File: config.mk
export PLATFORM = sky130hd
export DESIGN_NAME = exc_gate_unit
export DESIGN_NICKNAME = d
export VERILOG_FILES = /design/src/rtl/exc_gate_pkg.sv /design/src/rtl/exc_ctl_reg.sv /design/src/rtl/exc_prio_arb.sv /design/src/rtl/exc_vector.sv /design/src/rtl/exc_gate_unit.sv
export SDC_FILE = /design/constraint.sdc
export NUM_CORES = 1
export LEC_CHECK = 0
export CORE_ASPECT_RATIO = 1.25
export CORE_MARGIN = 1.5
export CORE_UTILIZATION = 24
export DETAILED_ROUTE_END_ITERATION = 12
export GPL_ROUTABILITY_DRIVEN = 0
export GPL_TIMING_DRIVEN = 0
export PLACE_DENSITY = 0.88
export SYNTH_ARGS = -nofsm -noshare
export SYNTH_HDL_FRONTEND = slang
export SYNTH_SLANG_ARGS = --single-unit
File: constraint.sdc
create_clock -name clk -period 1.88 [get_ports clk]
set_input_delay 0.376 -clock clk [delete_from_list [all_inputs] [get_ports clk]]
set_output_delay 0.376 -clock clk [all_outputs]
set_load 0.05 [all_outputs]
File: src/rtl/exc_gate_pkg.sv
package exc_gate_pkg;
  localparam int CAUSE_W = 3;
  localparam int NUM_SRC = 5;

  // control word bit positions
  localparam int B_FPEN = 0;
  localparam int B_MCEN = 1;
  localparam int B_FM0  = 2;
  localparam int B_STEP = 3;
  localparam int B_BRTR = 4;
  localparam int B_FM1  = 5;
  localparam int B_HIGH = 6;
  localparam int B_ITR  = 7;
  localparam int B_DTR  = 8;
  localparam int B_MARK = 9;
  localparam int CTL_USED = 10;

  // cause codes; numeric order equals priority order
  typedef enum logic [CAUSE_W-1:0] {
    CZ_NONE = 3'd0,
    CZ_MCHK = 3'd1,
    CZ_PROG = 3'd2,
    CZ_FPU  = 3'd3,
    CZ_STEP = 3'd4,
    CZ_BRT  = 3'd5
  } cause_e;
endpackage

File: src/rtl/exc_ctl_reg.sv
module exc_ctl_reg #(
  parameter int          W         = 32,
  parameter logic [W-1:0] RD_MASK  = 32'h0000_03FF,
  parameter logic [W-1:0] KEEP_MASK = 32'h0000_0266
) (
  input  logic         clk,
  input  logic         rst_n,
  input  logic         wr_en,
  input  logic [W-1:0] wr_data,
  input  logic         take,
  output logic [W-1:0] q
);
  logic [W-1:0] nxt;

  always_comb begin
    nxt = q;
    if (take)       nxt = q & KEEP_MASK;
    else if (wr_en) nxt = wr_data & RD_MASK;
  end

  always_ff @(posedge clk) begin
    if (!rst_n) q <= '0;
    else        q <= nxt;
  end


  clear_on_take_chk: assert property (@(posedge clk) disable iff (!rst_n)
    take |=> ((q & ~KEEP_MASK) == '0) && ((q & KEEP_MASK) == ($past(q) & KEEP_MASK)));


  take_over_write_chk: assert property (@(posedge clk) disable iff (!rst_n)
    (take && wr_en) |=> ((q & ~KEEP_MASK) == '0));


  write_store_chk: assert property (@(posedge clk) disable iff (!rst_n)
    (wr_en && !take) |=> (q == ($past(wr_data) & RD_MASK)));
endmodule

File: src/rtl/exc_prio_arb.sv
module exc_prio_arb #(
  parameter int N     = 5,
  parameter int CODE_W = $clog2(N + 1)
) (
  input  logic [N-1:0]      req,
  output logic [N-1:0]      gnt,
  output logic [CODE_W-1:0] code
);
  // req[0] is the highest priority
  for (genvar k = 0; k < N; k++) begin : g_gnt
    if (k == 0) begin : g_top
      assign gnt[k] = req[k];
    end else begin : g_rest
      assign gnt[k] = req[k] & ~(|req[k-1:0]);
    end
  end

  always_comb begin
    code = '0;
    for (int k = 0; k < N; k++)
      if (gnt[k]) code = CODE_W'(k + 1);
  end
endmodule

File: src/rtl/exc_vector.sv
module exc_vector #(
  parameter int ADDR_W = 32,
  parameter int OFF_W  = 20
) (
  input  logic              hi_base,
  input  logic [OFF_W-1:0]  off,
  output logic [ADDR_W-1:0] vec
);
  localparam int BASE_W = ADDR_W - OFF_W;

  function automatic logic [ADDR_W-1:0] place(input logic hi, input logic [OFF_W-1:0] o);
    return {{BASE_W{hi}}, o};
  endfunction

  assign vec = place(hi_base, off);
endmodule

File: src/rtl/exc_gate_unit.sv
module exc_gate_unit
  import exc_gate_pkg::*;
#(
  parameter int               ADDR_W   = 32,
  parameter int               OFF_W    = 20,
  parameter int               CTL_W    = 32,
  parameter logic [OFF_W-1:0] MCHK_OFF = 20'h00200,
  parameter logic [OFF_W-1:0] FPU_OFF  = 20'h00800,
  parameter logic [OFF_W-1:0] TRC_OFF  = 20'h00D00
) (
  input  logic               clk,
  input  logic               rst_n,
  input  logic               cmp_valid,
  input  logic               cmp_branch,
  input  logic               cmp_rfi,
  input  logic               cmp_fp,
  input  logic               cmp_exc,
  input  logic [OFF_W-1:0]   cmp_off,
  input  logic               mchk_req,
  input  logic               wr_en,
  input  logic [CTL_W-1:0]   wr_data,
  output logic [CTL_W-1:0]   ctl_rd,
  output logic               exc_take,
  output logic [CAUSE_W-1:0] exc_cause,
  output logic [ADDR_W-1:0]  exc_vec,
  output logic               fp_block
);
  localparam logic [CTL_W-1:0] RD_MASK   = CTL_W'((1 << CTL_USED) - 1);
  localparam logic [CTL_W-1:0] CLR_MASK  = CTL_W'((1 << B_FPEN) | (1 << B_STEP) | (1 << B_BRTR)
                                                  | (1 << B_ITR) | (1 << B_DTR));
  localparam logic [CTL_W-1:0] KEEP_MASK = RD_MASK & ~CLR_MASK;

  logic [CTL_W-1:0]   ctl_q;
  logic               fp_en, mc_en, step_en, brtr_en, hi_base;
  logic               ev_mchk, ev_prog, ev_fpu, ev_step, ev_brt;
  logic [NUM_SRC-1:0] req, gnt;
  logic [CAUSE_W-1:0] code;
  logic [OFF_W-1:0]   sel_off;
  logic [ADDR_W-1:0]  raw_vec;

  exc_ctl_reg #(.W(CTL_W), .RD_MASK(RD_MASK), .KEEP_MASK(KEEP_MASK)) u_ctl (
    .clk(clk), .rst_n(rst_n), .wr_en(wr_en), .wr_data(wr_data),
    .take(exc_take), .q(ctl_q)
  );

  assign fp_en   = ctl_q[B_FPEN];
  assign mc_en   = ctl_q[B_MCEN];
  assign step_en = ctl_q[B_STEP];
  assign brtr_en = ctl_q[B_BRTR];
  assign hi_base = ctl_q[B_HIGH];

  // candidate events, each named for the checks
  assign ev_mchk = mchk_req & mc_en;
  assign ev_prog = cmp_valid & cmp_exc;
  assign ev_fpu  = cmp_valid & cmp_fp & ~fp_en;
  assign ev_step = cmp_valid & step_en & ~cmp_rfi & ~cmp_exc;
  assign ev_brt  = cmp_valid & brtr_en & cmp_branch & ~cmp_exc;

  assign req = {ev_brt, ev_step, ev_fpu, ev_prog, ev_mchk};

  exc_prio_arb #(.N(NUM_SRC), .CODE_W(CAUSE_W)) u_arb (
    .req(req), .gnt(gnt), .code(code)
  );

  always_comb begin
    unique case (cause_e'(code))
      CZ_MCHK:         sel_off = MCHK_OFF;
      CZ_PROG:         sel_off = cmp_off;
      CZ_FPU:          sel_off = FPU_OFF;
      CZ_STEP, CZ_BRT: sel_off = TRC_OFF;
      default:         sel_off = '0;
    endcase
  end

  exc_vector #(.ADDR_W(ADDR_W), .OFF_W(OFF_W)) u_vec (
    .hi_base(hi_base), .off(sel_off), .vec(raw_vec)
  );

  assign exc_take  = |gnt;
  assign exc_cause = code;
  assign exc_vec   = exc_take ? raw_vec : '0;
  assign ctl_rd    = ctl_q;
  assign fp_block  = ~fp_en;


  one_grant_chk: assert property (@(posedge clk) disable iff (!rst_n)
    $onehot0(gnt) && (exc_take == (exc_cause != CZ_NONE)));


  mchk_first_chk: assert property (@(posedge clk) disable iff (!rst_n)
    (mchk_req && ctl_rd[B_MCEN]) |-> (exc_take && exc_cause == CZ_MCHK));


  mchk_masked_chk: assert property (@(posedge clk) disable iff (!rst_n)
    !ctl_rd[B_MCEN] |-> (exc_cause != CZ_MCHK));


  no_trace_on_fault_chk: assert property (@(posedge clk) disable iff (!rst_n)
    (cmp_valid && cmp_exc) |-> (exc_cause != CZ_STEP && exc_cause != CZ_BRT));


  rfi_skip_chk: assert property (@(posedge clk) disable iff (!rst_n)
    cmp_rfi |-> (exc_cause != CZ_STEP));


  vec_base_chk: assert property (@(posedge clk) disable iff (!rst_n)
    exc_take |-> (exc_vec[ADDR_W-1:OFF_W] == {(ADDR_W-OFF_W){ctl_rd[B_HIGH]}}));


  fp_block_chk: assert property (@(posedge clk) disable iff (!rst_n)
    (cmp_valid && cmp_fp && fp_block && !cmp_exc) |-> exc_take);
endmodule

==> metrics.csv, run 1 <==
metric,value,unit
status,finished with violations,
failing checks,"DRC, setup timing",
Critical Path End Type,output pin,
drt drc,10,
Synth Area per Inst,7.801,sq um
synth top area cells,"buf_4 28%, dfxtp_1 22%, and2_1 12%",
asr flop ratio synth,0,%
unrepaired setup endpoints after global routing,yes,
die height,71.36,microns
Hold WC Path Type,reg2reg,
largest net degree at the start of global routing,11,
reg-to-reg startpoint,u_ctl.q[1],
Leak,1.050,nW
Fin. Hold Viols,0,
initial antenna violation count,0,
Worst Path Required,1.50,ns
Worst path depth,6,
yosys warns,0,
post-placement setup slack,-1.157,ns
CTS max path bufs,2,
Synth Instances,115,
H-tree Lvls,1,
crit path max-delay cell type,dfxtp_4,
Synth Cell Area,897.1,sq um
max-cap violations,0,
"Max FO, Critical Path",6,
CTS Buf Count,3,
WHS,0.4609,ns
share of the synthesized area in the top cell type,28.45,%
R2R setup slack,0.38,ns
initial DRC count,30,
PD cells,537.7,nW/um^2
crit path DAT,1.53,ns
DR vias/cell,4.030,
Worst path max stage delay,0.35,ns
largest register by flop count,u_ctl.q,
first-pass GRT wire length,4726,microns
Worst-Margin Slew,0.4996,ns
crit path cell chain,"a22o_4, a31oi_4, nand2_2, and2_4, buf_6, buf_8",
Synth cell types,24,
fin crit period,1.904,ns
"CTS clk-pin slew, worst paths",0.05,ns
#FFs+latches synth,10,
# fillers,340,
Die Wd,57.69,microns
top_reg_cell synth,dfxtp_1,
Detail Placement HPWL,2298,microns
# setup viols final,11,
# diodes,0,
Initial Util,25.32,%
row cnt,24,
layout cell share with drive strength beyond 1,45.22,%
CTS hold repair buffers,0,
gr usage total,14.03,%
I/O Buffers,84,
drt wl/cell,10.70,microns
post-route ant nets,0,
TritonCTS clock tree,yes,
Die ar.,4116,sq um
Initial DRT Pass Iterations,8,
max reg flops,10,
worst skew pair latency,0.23,ns
CP Launch Type,register,
relative slew slack,66.59,%
vias in the first global route,1091,
reg2reg end,u_ctl.q[1],
Clock Skew,0.002479,ns
clock sink count,10,
"EDFF count, synth",0,
CP bufs+invs,2,
global route total overflow,0,
Final Slew Violations,0,
cell taking the most area after synthesis,buf_4,
final core occ,58.44,%
FF-to-FF path depth,7,
final period utilization,101.3,%
drt total wl,2878,microns
IO Pins,130,
Peak Freq,0.5251,GHz
CP startpoint,u_ctl.q[1],
Largest regs,u_ctl.q x10,
critical path class,reg2out,
setup_tns,-0.2399,ns
DR vias,1084,
register area share after synthesis,22.32,%
clock root buffer master,clkbuf_8,
Worst Setup EP,exc_vec[29],
final net count,292,
peak supply drop,0.3533,mV
Crit path max-delay family,compound AO/OA/AOI/OAI gates,
worst setup margin,-0.02425,ns
area delta synth->final,130.8,%
core area,3543,sq um
## worst min path at each step
stage,cells after the start,endpoint,slack [ns],startpoint
after CTS,2,u_ctl.q[2],0.47,u_ctl.q[2]
after detailed placement,2,u_ctl.q[2],0.45,u_ctl.q[2]
after global routing,2,u_ctl.q[9],0.50,u_ctl.q[9]
final,2,u_ctl.q[9],0.46,u_ctl.q[9]
after floorplan,2,u_ctl.q[6],0.45,u_ctl.q[6]
after global placement,2,u_ctl.q[2],0.44,u_ctl.q[2]
## metal layers
metal  GRT usage [%]  wire length [microns]  vias up
li1                -                      -      548
met1           14.35                    989      473
met2           27.15                   1510       61
met3           3.791                    367        2
met4           3.876                     10        0
met5               0                      0        -
## area by class of cell
| cell class | instances | area, sq um | area share (%) |
|---|---|---|---|
| multi-input combinational | 86 | 563.0 | 27.19 |
| timing repair buffer | 89 | 842.1 | 40.66 |
| inverter | 2 | 11.26 | 0.5438 |
| buffer | 39 | 335.3 | 16.19 |
| clock buffer | 4 | 55.05 | 2.659 |
| tap | 39 | 48.80 | 2.356 |
| sequential | 10 | 215.2 | 10.39 |
## what timing repair did
item	in CTS	in global routing
cloned	1	0
buffers inserted	5	0
pin swaps	5	3
resized for setup	249	21
setup endpoints to repair	37	28
hold endpoints to repair	0	0
## through the flow
stage	total power, mW	cell area, sq um	std cells
floorplan	0.6394	1040	136
global placement	0.8245	1929	259
detailed placement	0.8280	1929	259
CTS	1.116	2048	269
global route	1.167	2071	269
finish	1.113	2071	269
## synthesized netlist by cell type, drive strengths merged, types with 2 or more instances
| library cell | n |
|---|---|
| buf | 35 |
| and2 | 17 |
| nand2 | 15 |
| dfxtp | 10 |
| mux2i | 10 |
| nor2 | 5 |
| clkbuf | 4 |
| a21o | 3 |
| a31oi | 2 |
| and3 | 2 |
| inv | 2 |
| nand2b | 2 |
## report_power, final
part	switching [mW]	internal [mW]
clock network	0.0820	0.184
registers	0.0105	0.222
logic	0.372	0.244
## cell families (layout without fill, tap and decap cells)
group                  count (synthesis)  in the layout  share of synthesized area [%]
and+or+nand+nor                       43             44                          24.41
buffers and inverters                 41            134                          32.36
AOI/OAI and AO/OA                     10             10                          9.344
muxes                                 10             10                          11.16
DFF                                   10             10                          22.31
other                                  1             22                         0.4180
## placed cells by master, fill, tap and decap left out, types with 3 or more instances in the layout
master           count
clkdlybuf4s50_1     39
buf_4               32
conb_1              22
and2_1              16
buf_6               15
nand2_1             13
buf_2               12
buf_8               11
mux2i_1             10
clkbuf_4             9
dfxtp_1              6
clkbuf_8             5
nor2_1               5
dfxtp_4              4
dlygate4sd2_1        3
## worst min-delay path: cells and delay by family (launching register included)
| family | cells | cell delay, ns |
|---|---|---|
| DFF | 1 | 0.31 |
| muxes | 1 | 0.05 |
| and+or+nand+nor | 1 | 0.05 |
Note: power is estimated with default switching activity, not from simulation.
==> run 2, diff against run 1 <==
CORE_ASPECT_RATIO = unset   (was 1.25)
SKIP_CTS_REPAIR_TIMING = 1   (was unset)
==> run 2 against run 1 <==
The run ends with setup timing left; register-to-register slack better by 0.05 ns; sequential power hardly changed; worst hold slack worse by 0.0058 ns; non-clock buffer count is 1 higher; highest routed layer unchanged.
==> metrics.csv, run 2 (same netlist as run 1, synthesis figures left out) <==
metric,value,unit,change
status,finished with violations,,
failing checks,setup timing,,
crit path DAT,1.56,ns,+0.03 ns
peak supply drop,0.5907,mV,+67%
final period utilization,103.0,%,+1.7 points
final net count,293,,+0.34%
relative slew slack,65.05,%,-1.5 points
IO Pins,130,,unchanged
clock sink count,10,,unchanged
gr usage total,11.14,%,-2.9 points
dpl cells,268,,+3.5%
Worst Path Required,1.50,ns,about the same
# setup viols final,14,,+3
max-cap violations,0,,unchanged
worst skew pair latency,0.23,ns,about the same
max reg flops,10,,unchanged
CP bufs+invs,3,,+1
dpl cell area,1941,sq um,+0.58%
"commonest non-fill, non-tap cells in the layout","39 x clkdlybuf4s50_1, 35 x buf_4, 22 x conb_1",,
CTS max path bufs,2,,unchanged
CTS Buf Count,3,,unchanged
crit path cell chain,"clkbuf_4, a22o_4, a31oi_4, nand2_2, and2_4, buf_4, buf_6",,
post-placement setup slack,-1.158,ns,-0.0001600 ns
die height,64.14,microns,-10%
# diodes,0,,unchanged
PD cells,513.1,nW/um^2,-4.6%
Detail Placement HPWL,2143,microns,-6.8%
Critical Path End Type,output pin,,
row cnt,22,,-8.3%
area delta synth->final,133.2,%,
Worst-Margin Slew,0.5235,ns,+0.02384 ns
initial DRC count,5,,-83%
first-pass GRT wire length,3739,microns,-21%
drt total wl,2849,microns,-1.0%
DR vias,1053,,-2.9%
final std cells w/o fill,279,,+3.7%
initial antenna violation count,0,,unchanged
Leak,1.124,nW,+7.0%
fin crit period,1.936,ns,+0.03172 ns
Largest regs,u_ctl.q x10,,
post-route ant nets,0,,unchanged
TritonCTS clock tree,yes,,
setup_tns,-0.6701,ns,-0.4302 ns
unrepaired setup endpoints after global routing,yes,,
drt wl/cell,10.21,microns,-4.6%
I/O Buffers,84,,unchanged
Peak Freq,0.5165,GHz,-1.6%
global route total overflow,0,,unchanged
vias in the first global route,857,,-21%
"most common cell after layout, fill and taps aside",clkdlybuf4s50_1,,
"Max FO, Critical Path",6,,unchanged
layout cell share with drive strength beyond 1,43.29,%,-1.9 points
Die Wd,64.14,microns,+11%
Fin. Hold Viols,0,,unchanged
# fillers,345,,+1.5%
worst setup margin,-0.05597,ns,-0.03172 ns
largest net degree at the start of global routing,13,,+2
Worst path max stage delay,0.28,ns,-0.07 ns
core area,3633,sq um,+2.5%
Die ar.,4114,sq um,about the same
Crit path max-delay family,compound AO/OA/AOI/OAI gates,,
drt drc,0,,-10
DR vias/cell,3.774,,-6.3%
H-tree Lvls,1,,unchanged
critical path class,in2out,,
Hold WC Path Type,reg2reg,,
Final Slew Violations,0,,unchanged
Initial Util,24.69,%,-0.63 points
crit path max-delay cell type,a22o_4,,
"CTS clk-pin slew, worst paths",0.04,ns,about the same
Clock Skew,0.004938,ns,+0.002459 ns
CP Launch Type,input port,,
final instance area,2092,sq um,+1.0%
largest register by flop count,u_ctl.q,,
Initial DRT Pass Iterations,4,,-4
clock root buffer master,clkbuf_8,,
[run 2: cell types whose count changed in the layout (fill, tap and decap cells not counted), sizes merged]
cell / delta
clkdlybuf4s18: -1
buf: -9
dlymetal6s2s: +8
clkbuf: +8
dlygate4sd2: -3
clkdlybuf4s15: -2
[run 2: worst paths after layout]
path | startpoint | end | slack, ns | cells after the start
max | cmp_valid | exc_vec[22] | -0.06 | 7
min | u_ctl.q[5] | u_ctl.q[5] | 0.46 | 2
min reg2reg | u_ctl.q[5] | u_ctl.q[5] | 0.46 | 2
max reg2reg | u_ctl.q[1] | u_ctl.q[2] | 0.43 | 6
[run 2: layer usage]
layer	part of all wire, %	routed length (microns)	global-route usage (%)
met3	9.8	278	3.345
met5	0	0	0
met1	38	1077	12.51
met4	0.88	25	3.191
met2	52	1468	20.18
[run 2: worst min-delay path, stage by stage (launching register included)]
cell and delay [ns]:
dfxtp_1 0.30, nand2_1 0.05, mux2i_1 0.05
[run 2: area by class of cell]
class	instances	area (sq um)	area share, %
Clock buffer	4	45.04	2.153
Multi-Input combinational cell	86	568.0	27.15
Inverter	2	11.26	0.5383
Buffer	39	321.6	15.37
Tap cell	48	60.06	2.871
Sequential cell	10	215.2	10.29
Timing Repair Buffer	90	870.8	41.63
[run 2: metrics by stage]
step,util [%],hold WS [ns],power [mW]
after floorplan,-,0.4483,0.6394
after global placement,53.41,0.4407,0.8227
after detailed placement,53.41,0.4523,0.8260
after CTS,54.65,0.4605,1.060
after global routing,57.58,0.4753,1.124
final,57.58,0.4550,1.073
[run 2: where the power goes]
part	total [mW]	internal, mW	switching, mW
clock	0.226	0.148	0.0778
sequential	0.233	0.222	0.0107
combinational	0.615	0.244	0.371
